===== src/rtl/odp_pkg.sv =====
package odp_pkg;
    localparam int LANE_W   = 8;
    localparam int F_DIR_WE = 0;
    localparam int F_DIR    = 1;
    localparam int F_VAL_WE = 2;
    localparam int F_VAL    = 3;
    localparam int F_IN     = 4;
    localparam int F_PU_DIS = 5;

    typedef struct packed {
        logic dir;
        logic val;
        logic pu_dis;
    } lane_reg_t;
endpackage


===== src/rtl/odp_sync.sv =====
module odp_sync #(
    parameter int STAGES = 2
) (
    input  logic clk,
    input  logic rst_n,
    input  logic din,
    output logic dout
);
    logic [STAGES-1:0] chain_d, chain_q;

    always_comb begin
        chain_d = {chain_q[STAGES-2:0], din};
    end

    always_ff @(posedge clk or negedge rst_n) begin
        if (!rst_n) chain_q <= '0;
        else        chain_q <= chain_d;
    end

    assign dout = chain_q[STAGES-1];
endmodule


===== src/rtl/odp_lane.sv =====
module odp_lane
    import odp_pkg::*;
#(
    parameter int SYNC_STAGES = 2
) (
    input  logic              clk,
    input  logic              rst_n,
    input  logic              wr_en,
    input  logic              wr_dir_we,
    input  logic              wr_dir,
    input  logic              wr_val_we,
    input  logic              wr_val,
    input  logic              wr_pu_dis,
    input  logic              pad_in,
    output logic              pad_oe,
    output logic              pad_out,
    output logic [LANE_W-1:0] rd_lane
);
    lane_reg_t lane_d, lane_q;
    logic      in_sync;

    odp_sync #(.STAGES(SYNC_STAGES)) i_sync (
        .clk  (clk),
        .rst_n(rst_n),
        .din  (pad_in),
        .dout (in_sync)
    );

    always_comb begin
        lane_d = lane_q;
        if (wr_en) begin
            if (wr_dir_we) lane_d.dir = wr_dir;
            if (wr_val_we) lane_d.val = wr_val;
            lane_d.pu_dis = wr_pu_dis;
        end
    end

    always_ff @(posedge clk or negedge rst_n) begin
        if (!rst_n) lane_q <= '0;
        else        lane_q <= lane_d;
    end

    always_comb begin
        rd_lane           = '0;
        rd_lane[F_DIR]    = lane_q.dir;
        rd_lane[F_VAL]    = lane_q.val;
        rd_lane[F_IN]     = in_sync;
        rd_lane[F_PU_DIS] = lane_q.pu_dis;
    end

    assign pad_oe  = lane_q.dir;
    assign pad_out = lane_q.val;
endmodule


===== src/rtl/od_pin_pair_reg.sv =====
module od_pin_pair_reg
    import odp_pkg::*;
#(
    parameter int DATA_W      = 32,
    parameter int PIN_COUNT   = 2,
    parameter int SYNC_STAGES = 2
) (
    input  logic                 clk,
    input  logic                 rst_n,
    input  logic                 reg_wr,
    input  logic [DATA_W-1:0]    reg_wdata,
    output logic [DATA_W-1:0]    reg_rdata,
    output logic [PIN_COUNT-1:0] pad_oe,
    output logic [PIN_COUNT-1:0] pad_out,
    input  logic [PIN_COUNT-1:0] pad_in
);
    localparam int USED_W = PIN_COUNT * LANE_W;

    logic [USED_W-1:0] lanes_rd;
    logic              unused_wdata;

    assign unused_wdata = ^reg_wdata;

    for (genvar p = 0; p < PIN_COUNT; p++) begin : g_lane
        localparam int BASE = p * LANE_W;
        odp_lane #(.SYNC_STAGES(SYNC_STAGES)) i_lane (
            .clk      (clk),
            .rst_n    (rst_n),
            .wr_en    (reg_wr),
            .wr_dir_we(reg_wdata[BASE+F_DIR_WE]),
            .wr_dir   (reg_wdata[BASE+F_DIR]),
            .wr_val_we(reg_wdata[BASE+F_VAL_WE]),
            .wr_val   (reg_wdata[BASE+F_VAL]),
            .wr_pu_dis(reg_wdata[BASE+F_PU_DIS]),
            .pad_in   (pad_in[p]),
            .pad_oe   (pad_oe[p]),
            .pad_out  (pad_out[p]),
            .rd_lane  (lanes_rd[BASE +: LANE_W])
        );
    end

    always_comb begin
        reg_rdata             = '0;
        reg_rdata[USED_W-1:0] = lanes_rd;
    end
endmodule


===== config.mk =====
export PLATFORM = sky130hd
export DESIGN_NAME = od_pin_pair_reg
export DESIGN_NICKNAME = d
export VERILOG_FILES = /design/src/rtl/odp_pkg.sv /design/src/rtl/odp_sync.sv /design/src/rtl/odp_lane.sv /design/src/rtl/od_pin_pair_reg.sv
export SDC_FILE = /design/constraint.sdc
export NUM_CORES = 1
export LEC_CHECK = 0
export BUFFER_PORTS_ARGS = -buffer_cell sky130_fd_sc_hd__buf_2
export CAP_MARGIN = 20
export CORE_ASPECT_RATIO = 1.1
export CORE_MARGIN = 2
export CORE_UTILIZATION = 33
export DETAILED_ROUTE_END_ITERATION = 7
export PLACE_DENSITY_LB_ADDON = 0.25
export SETUP_SLACK_MARGIN = 0.15
export SYNTH_ARGS = -nofsm -noshare
export SYNTH_HDL_FRONTEND = slang
export SYNTH_HIERARCHICAL = 1
export SYNTH_SLANG_ARGS = --single-unit

===== constraint.sdc =====
create_clock -name clk -period 2 [get_ports clk]
set_input_delay 0.3 -clock clk [delete_from_list [all_inputs] [get_ports clk]]
set_output_delay 0.3 -clock clk [all_outputs]
set_load 0.01 [all_outputs]

==> results of run 1 <==
-- kinds of logic after synthesis --
family	after synthesis	share of synthesized area [%]
other cells	3	1.927
flops	10	42.83
mux	6	14.13
simple gates	4	2.569
buf+inv	30	38.54
-- registers in the layout, summed over array words and instances (netlist names) --
register	count
g_lane.i_lane/pad_oe	2
g_lane.i_lane/i_sync/chain_q	4
g_lane.i_lane/pad_out	2
g_lane.i_lane/rd_lane	2
-- repair_timing --
| action | CTS | global route |
|---|---|---|
| buffers inserted | 0 | 0 |
| endpoints found under the hold margin | 10 | 0 |
| hold buffers | 1 | 0 |
-- area by class of cell --
cell class	count	area (µm²)	share of cell area (%)
repair buffers	27	140.1	22.05
well taps	17	21.27	3.346
flip-flops and latches	10	250.2	39.37
multi-input cells	34	187.7	29.53
clock buffers	4	36.28	5.709
-- synthesized netlist by cell type (all sizes together) --
library cell	count
buf	30
dfrtp	10
mux2	6
nand2	4
conb	3
-- through the flow --
step / hold slack, ps / setup slack, ps / util [%] / cells / total power [W]
after floorplan: 4.409 / 1148 / - / 74 / 0.0003523
after global placement: 165.5 / 1055 / 36.51 / 87 / 0.0003472
after detailed placement: 171.5 / 1046 / 36.51 / 87 / 0.0003483
after CTS: 137.6 / 882.2 / 39.38 / 92 / 0.0005320
after global routing: 136.7 / 860.7 / 39.38 / 92 / 0.0005506
final: 146.0 / 900.8 / 39.38 / 92 / 0.0005212
-- path summary, 6_finish.rpt --
| path | from | endpoint | slack [ps] | cells past startpoint |
|---|---|---|---|---|
| max in group asynchronous | rst_n | g_lane[0].i_lane/i_sync/chain_q[1] | 1390 | 2 |
| setup reg to reg | g_lane[1].i_lane/pad_out | g_lane[1].i_lane/pad_out | 1230 | 1 |
| hold reg to reg | g_lane[1].i_lane/i_sync/chain_q[0] | g_lane[1].i_lane/i_sync/chain_q[1] | 350 | 0 |
| min in group asynchronous | rst_n | g_lane[1].i_lane/pad_out | 430 | 2 |
| hold / removal | pad_in[0] | g_lane[0].i_lane/i_sync/chain_q[0] | 150 | 1 |
| setup / recovery | g_lane[1].i_lane/pad_out | pad_out[1] | 900 | 1 |
-- power groups by stage --
stage                     registers, W  logic, W  clock network, W
after floorplan               0.000245  0.000107                 0
after global placement        0.000237  0.000110                 0
after detailed placement      0.000237  0.000111                 0
after CTS                     0.000234  0.000112          0.000185
after global routing          0.000237  0.000122          0.000192
final                         0.000234  0.000112          0.000176
-- layer usage --
| layer | GRT usage (%) | part of all wire [%] | up-vias |
|---|---|---|---|
| met4 | 7.273 | 0.79 | 0 |
| met5 | 0 | 0 | - |
| met2 | 11.47 | 44 | 36 |
| met3 | 3.704 | 17 | 2 |
| li1 | - | - | 152 |
| met1 | 9.028 | 39 | 135 |
==> parameters.txt, run 1 <==
Parameter                              Value

Global route
  Pin count of the biggest net entering global routing ... 11
  GRT Overall Usage ... 8.019%
  Number of antenna violations at the first check in global routing ... 0
  Via count of the first global-routing pass ... 267
  GRT Residual Overflow ... 0
  Wire length of the first global-routing pass ... 1110 µm

Timing
  Hold Vio Cnt, Final ... 0
  Crit path time final ... 1099 ps
  Fin Clk Skew ... 0.3698 ps
  Final Slew Violations ... 0
  Fmax achieved ... 0.9097 GHz
  RSZ-0062 raised after global routing ... false
  Share of the clock period used by the worst path after layout ... 54.96%
  Summed negative setup slack over all endpoints ... 0 ps
  # setup viols final ... 0

Setup path
  Cell type of the slowest stage on the worst timing path ... sky130_fd_sc_hd__dfrtp_1
  Classification of the worst setup path ... register to output pin
  Crit. End Element ... output pin
  Data arrival time of the critical path ... 800 ps
  Crit path max fanout ... 3
  Sequence of cells on the critical path ... buf_2
  Type of origin of the critical path ... register
  Required time of the critical path ... 1700 ps
  Delay of the slowest cell on the worst path ... 400 ps
  Bufs and invs on worst path ... 1
  Worst path top cell family by delay ... flip-flops

CTS
  CTS tree ... yes
  Cell at the root of the clock tree ... sky130_fd_sc_hd__clkbuf_4
  Number of H-tree levels ... 1
  Clk sink count ... 10
  Post-CTS sizing ... 0
  Clock latency on the worst-skew pair ... 260 ps
  Clock buffer depth ... 2
  CTS buffer count ... 3
  Clk slew on worst S/H paths ... 60 ps

Power and ir drop
  Fraction of power consumed by combinational cells ... 21.4%
  Power density over cell area ... 820.0 mW/mm²
  Part of the power in registers ... 44.9%
  Int Pwr ... 0.0003844 W
  Proportion of power drawn by the clock network ... 33.7%
  NetSw ... 0.0001369 W
  Share of total power consumed by net switching ... 26.26%
  Static leakage ... 0.3747 nW
  Maximum vdd ir drop ... 0.3772 mV

Synth
  Area share of the leading cell type in the synthesized netlist ... 42.83%
  Mapped Area ... 584.3 µm²
  Post-synthesis sequential area ratio ... 42.83%
  Post-Syn Area per Cell ... 11.02 µm²
  Largest cells by area after synthesis ... sky130_fd_sc_hd__dfrtp_1 (43%), sky130_fd_sc_hd__buf_4 (39%), sky130_fd_sc_hd__mux2_4 (10%)
  Gate count after technology mapping ... 53
  Post-synth top area cell ... sky130_fd_sc_hd__dfrtp_1
  Unique cell type count in the Yosys netlist ... 6
  Register bit count reported by yosys ... 10
  Warnings, synthesis ... 6

Drt
  Via density ... 3.533
  Routed length per instance ... 8.293 µm
  Number of DRC markers in iteration 0 ... 2
  DRC violations left ... 0
  DRT antenna net count ... 0
  DRT Wirelength ... 763 µm
  Number of iterations in the first detailed-routing pass ... 2
  Vias ... 325

Finish
  Layout filler cell count ... 170
  Layout Area Growth over Synthesis ... 8.780%
  Total number of nets in the final design ... 113
  Commonest cells after routing, fill and taps aside ... sky130_fd_sc_hd__buf_2 (26), sky130_fd_sc_hd__conb_1 (24), sky130_fd_sc_hd__dfrtp_1 (10)
  Leading cell type in the layout, fill and taps excluded ... sky130_fd_sc_hd__buf_2
  Count of antenna diodes in the layout ... 0
  Fraction of final layout cells sized beyond drive strength 1 ... 48.00%
  Final Cell Area ... 635.6 µm²

Floorplanning
  Num rows ... 15
  Area of the die ... 0.002124 mm²
  Die Wd ... 44.12 µm
  I/O pin cnt ... 73
  Die span in y ... 48.13 µm
  Initial cell density of the core ... 36.20%
  Core area ... 0.001614 mm²

Place
  DP HPWL ... 631 µm
  DP Area ... 589.3 µm²
  IO buf count ... 26
  GPL Wtd Cong ... 0.6400

Min path
  Type of the worst min-delay path ... input port to register

Job
  Number of maximum-capacitance constraint violations ... 0

Run status
  Result of the run ... completed
Note: power is estimated with default switching activity, not from simulation.
==> run 2: changes to the inputs <==
Settings changed: CORE_UTILIZATION 33 to 31.
Clock period 2 ns to 1.08 ns, I/O delays scaled along.
==> parameters.txt, run 2 (same netlist as run 1, synthesis figures left out) <==
Parameter                              Value

Power and ir drop
  Static leakage ... 0.3814 nW
  Overall power of the completed layout ... 0.0008995 W
  Power density over cell area ... 1388 mW/mm²
  Maximum vdd ir drop ... 0.6416 mV

Timing
  Summed negative setup slack over all endpoints ... 0 ps
  PnR worst setup slack ... 128.8 ps
  Fin Clk Skew ... 0.04319 ps
  Share of the clock period used by the worst path after layout ... 88.08%
  Hold Vio Cnt, Final ... 0
  Fmax achieved ... 1.051 GHz
  Final Slew Violations ... 0
  # setup viols final ... 0
  Post-route worst hold slack ... 14.80 ps
  RSZ-0062 raised after global routing ... true
  Crit path time final ... 951.2 ps

Setup path
  Crit path max fanout ... 3
  Type of origin of the critical path ... register
  Cell type of the slowest stage on the worst timing path ... sky130_fd_sc_hd__dfrtp_1
  Data arrival time of the critical path ... 790 ps
  Worst path top cell family by delay ... flip-flops
  Classification of the worst setup path ... register to output pin
  Delay of the slowest cell on the worst path ... 390 ps
  Bufs and invs on worst path ... 1
  Sequence of cells on the critical path ... buf_2
  Crit. End Element ... output pin
  Required time of the critical path ... 920 ps

Finish
  Layout filler cell count ... 182
  Count of antenna diodes in the layout ... 0
  Max reg flops ... 4
  Fraction of final layout cells sized beyond drive strength 1 ... 48.05%
  Register with the highest flop count ... g_lane.i_lane/i_sync/chain_q
  Total number of nets in the final design ... 116
  Sequential cell area ... 250.2 µm²
  Multi-input combinational cell area ... 187.7 µm²
  Layout Area Growth over Synthesis ... 10.92%
  Leading cell type in the layout, fill and taps excluded ... sky130_fd_sc_hd__buf_2
  Share of the core filled with cells ... 36.38%
  Commonest cells after routing, fill and taps aside ... sky130_fd_sc_hd__buf_2 (26), sky130_fd_sc_hd__conb_1 (24), sky130_fd_sc_hd__dfrtp_1 (10)

CTS
  Post-CTS sizing ... 0
  Cell at the root of the clock tree ... sky130_fd_sc_hd__clkbuf_4
  CTS tree ... yes
  Clock latency on the worst-skew pair ... 250 ps
  Clock buffer depth ... 2
  CTS buffer count ... 3
  Clk slew on worst S/H paths ... 60 ps
  Clk sink count ... 10
  Number of H-tree levels ... 1

Global route
  Via count of the first global-routing pass ... 251
  Pin count of the biggest net entering global routing ... 11
  Wire length of the first global-routing pass ... 1097 µm
  GRT Overall Usage ... 6.992%
  GRT Residual Overflow ... 0
  Number of antenna violations at the first check in global routing ... 0

Drt
  Number of iterations in the first detailed-routing pass ... 1
  DRC violations left ... 0
  DRT Wirelength ... 743 µm
  Number of DRC markers in iteration 0 ... 0
  Vias ... 333
  Routed length per instance ... 7.821 µm
  Via density ... 3.505
  DRT antenna net count ... 0

Floorplanning
  Area of the die ... 0.002249 mm²
  Initial cell density of the core ... 32.79%
  Num rows ... 16
  Die span in y ... 49.54 µm
  Core area ... 0.001782 mm²
  I/O pin cnt ... 73
  Die Wd ... 45.40 µm

Run status
  Result of the run ... completed

Min path
  Type of the worst min-delay path ... input port to register

Place
  GPL Wtd Cong ... 0.6332
  Post-placement worst setup slack ... 268.1 ps
  IO buf count ... 26

Job
  Number of maximum-capacitance constraint violations ... 0
run 2: changes by cell type in the layout (fill, tap and decap cells not counted), sizes merged:
cell | previous run | this run
buf | 26 | 28
clkbuf | 4 | 3
dlygate4sd3 | 1 | 2
run 2: power breakdown:
group	total (W)	internal (W)	leakage, nW	switching [W]
logic	0.000227	0.000111	0.251	0.000117
registers	0.000432	0.000412	0.117	0.0000202
clock network	0.000240	0.000128	0.0138	0.000112
total	0.000899	0.000651	0.381	0.000249
run 2: timing repair:
action / 4_1_cts / 5_1_grt
endpoints found under the setup margin: 10 / 11
buffers inserted: 1 / 1
hold buffers: 1 / 1
endpoints found under the hold margin: 10 / 1
run 2: stage by stage:
stage | cells | instance area [µm²]
after CTS | 93 | 630.6
final | 95 | 648.1
after detailed placement | 88 | 590.6
after floorplan | 74 | 663.1
after global placement | 88 | 590.6
after global routing | 95 | 648.1
run 2: layer usage:
metal | track usage [%] | vias up | wire (µm)
li1 | - | 159 | -
met1 | 8.736 | 138 | 295
met2 | 9.390 | 34 | 348
met3 | 2.198 | 2 | 88
met4 | 5.882 | 0 | 10
met5 | 0 | - | 0
run 2: path summary, 6_finish.rpt:
kind	cells after the start	start	end	slack [ps]
min in group asynchronous	2	rst_n	g_lane[1].i_lane/rd_lane[5]	290
max reg2reg	2	g_lane[1].i_lane/pad_out	g_lane[1].i_lane/pad_out	200
max	1	g_lane[1].i_lane/pad_oe	pad_oe[1]	130
min reg2reg	0	g_lane[1].i_lane/i_sync/chain_q[0]	g_lane[1].i_lane/i_sync/chain_q[1]	350
min	1	pad_in[0]	g_lane[0].i_lane/i_sync/chain_q[0]	10
max in group asynchronous	2	rst_n	g_lane[1].i_lane/pad_oe	600
run 2: cell type report:
cell class | instances | area share (%)
sequential | 10 | 38.61
clock buffer | 3 | 3.475
multi-input combinational | 34 | 28.96
tap | 18 | 3.475
timing repair buffer | 30 | 25.48
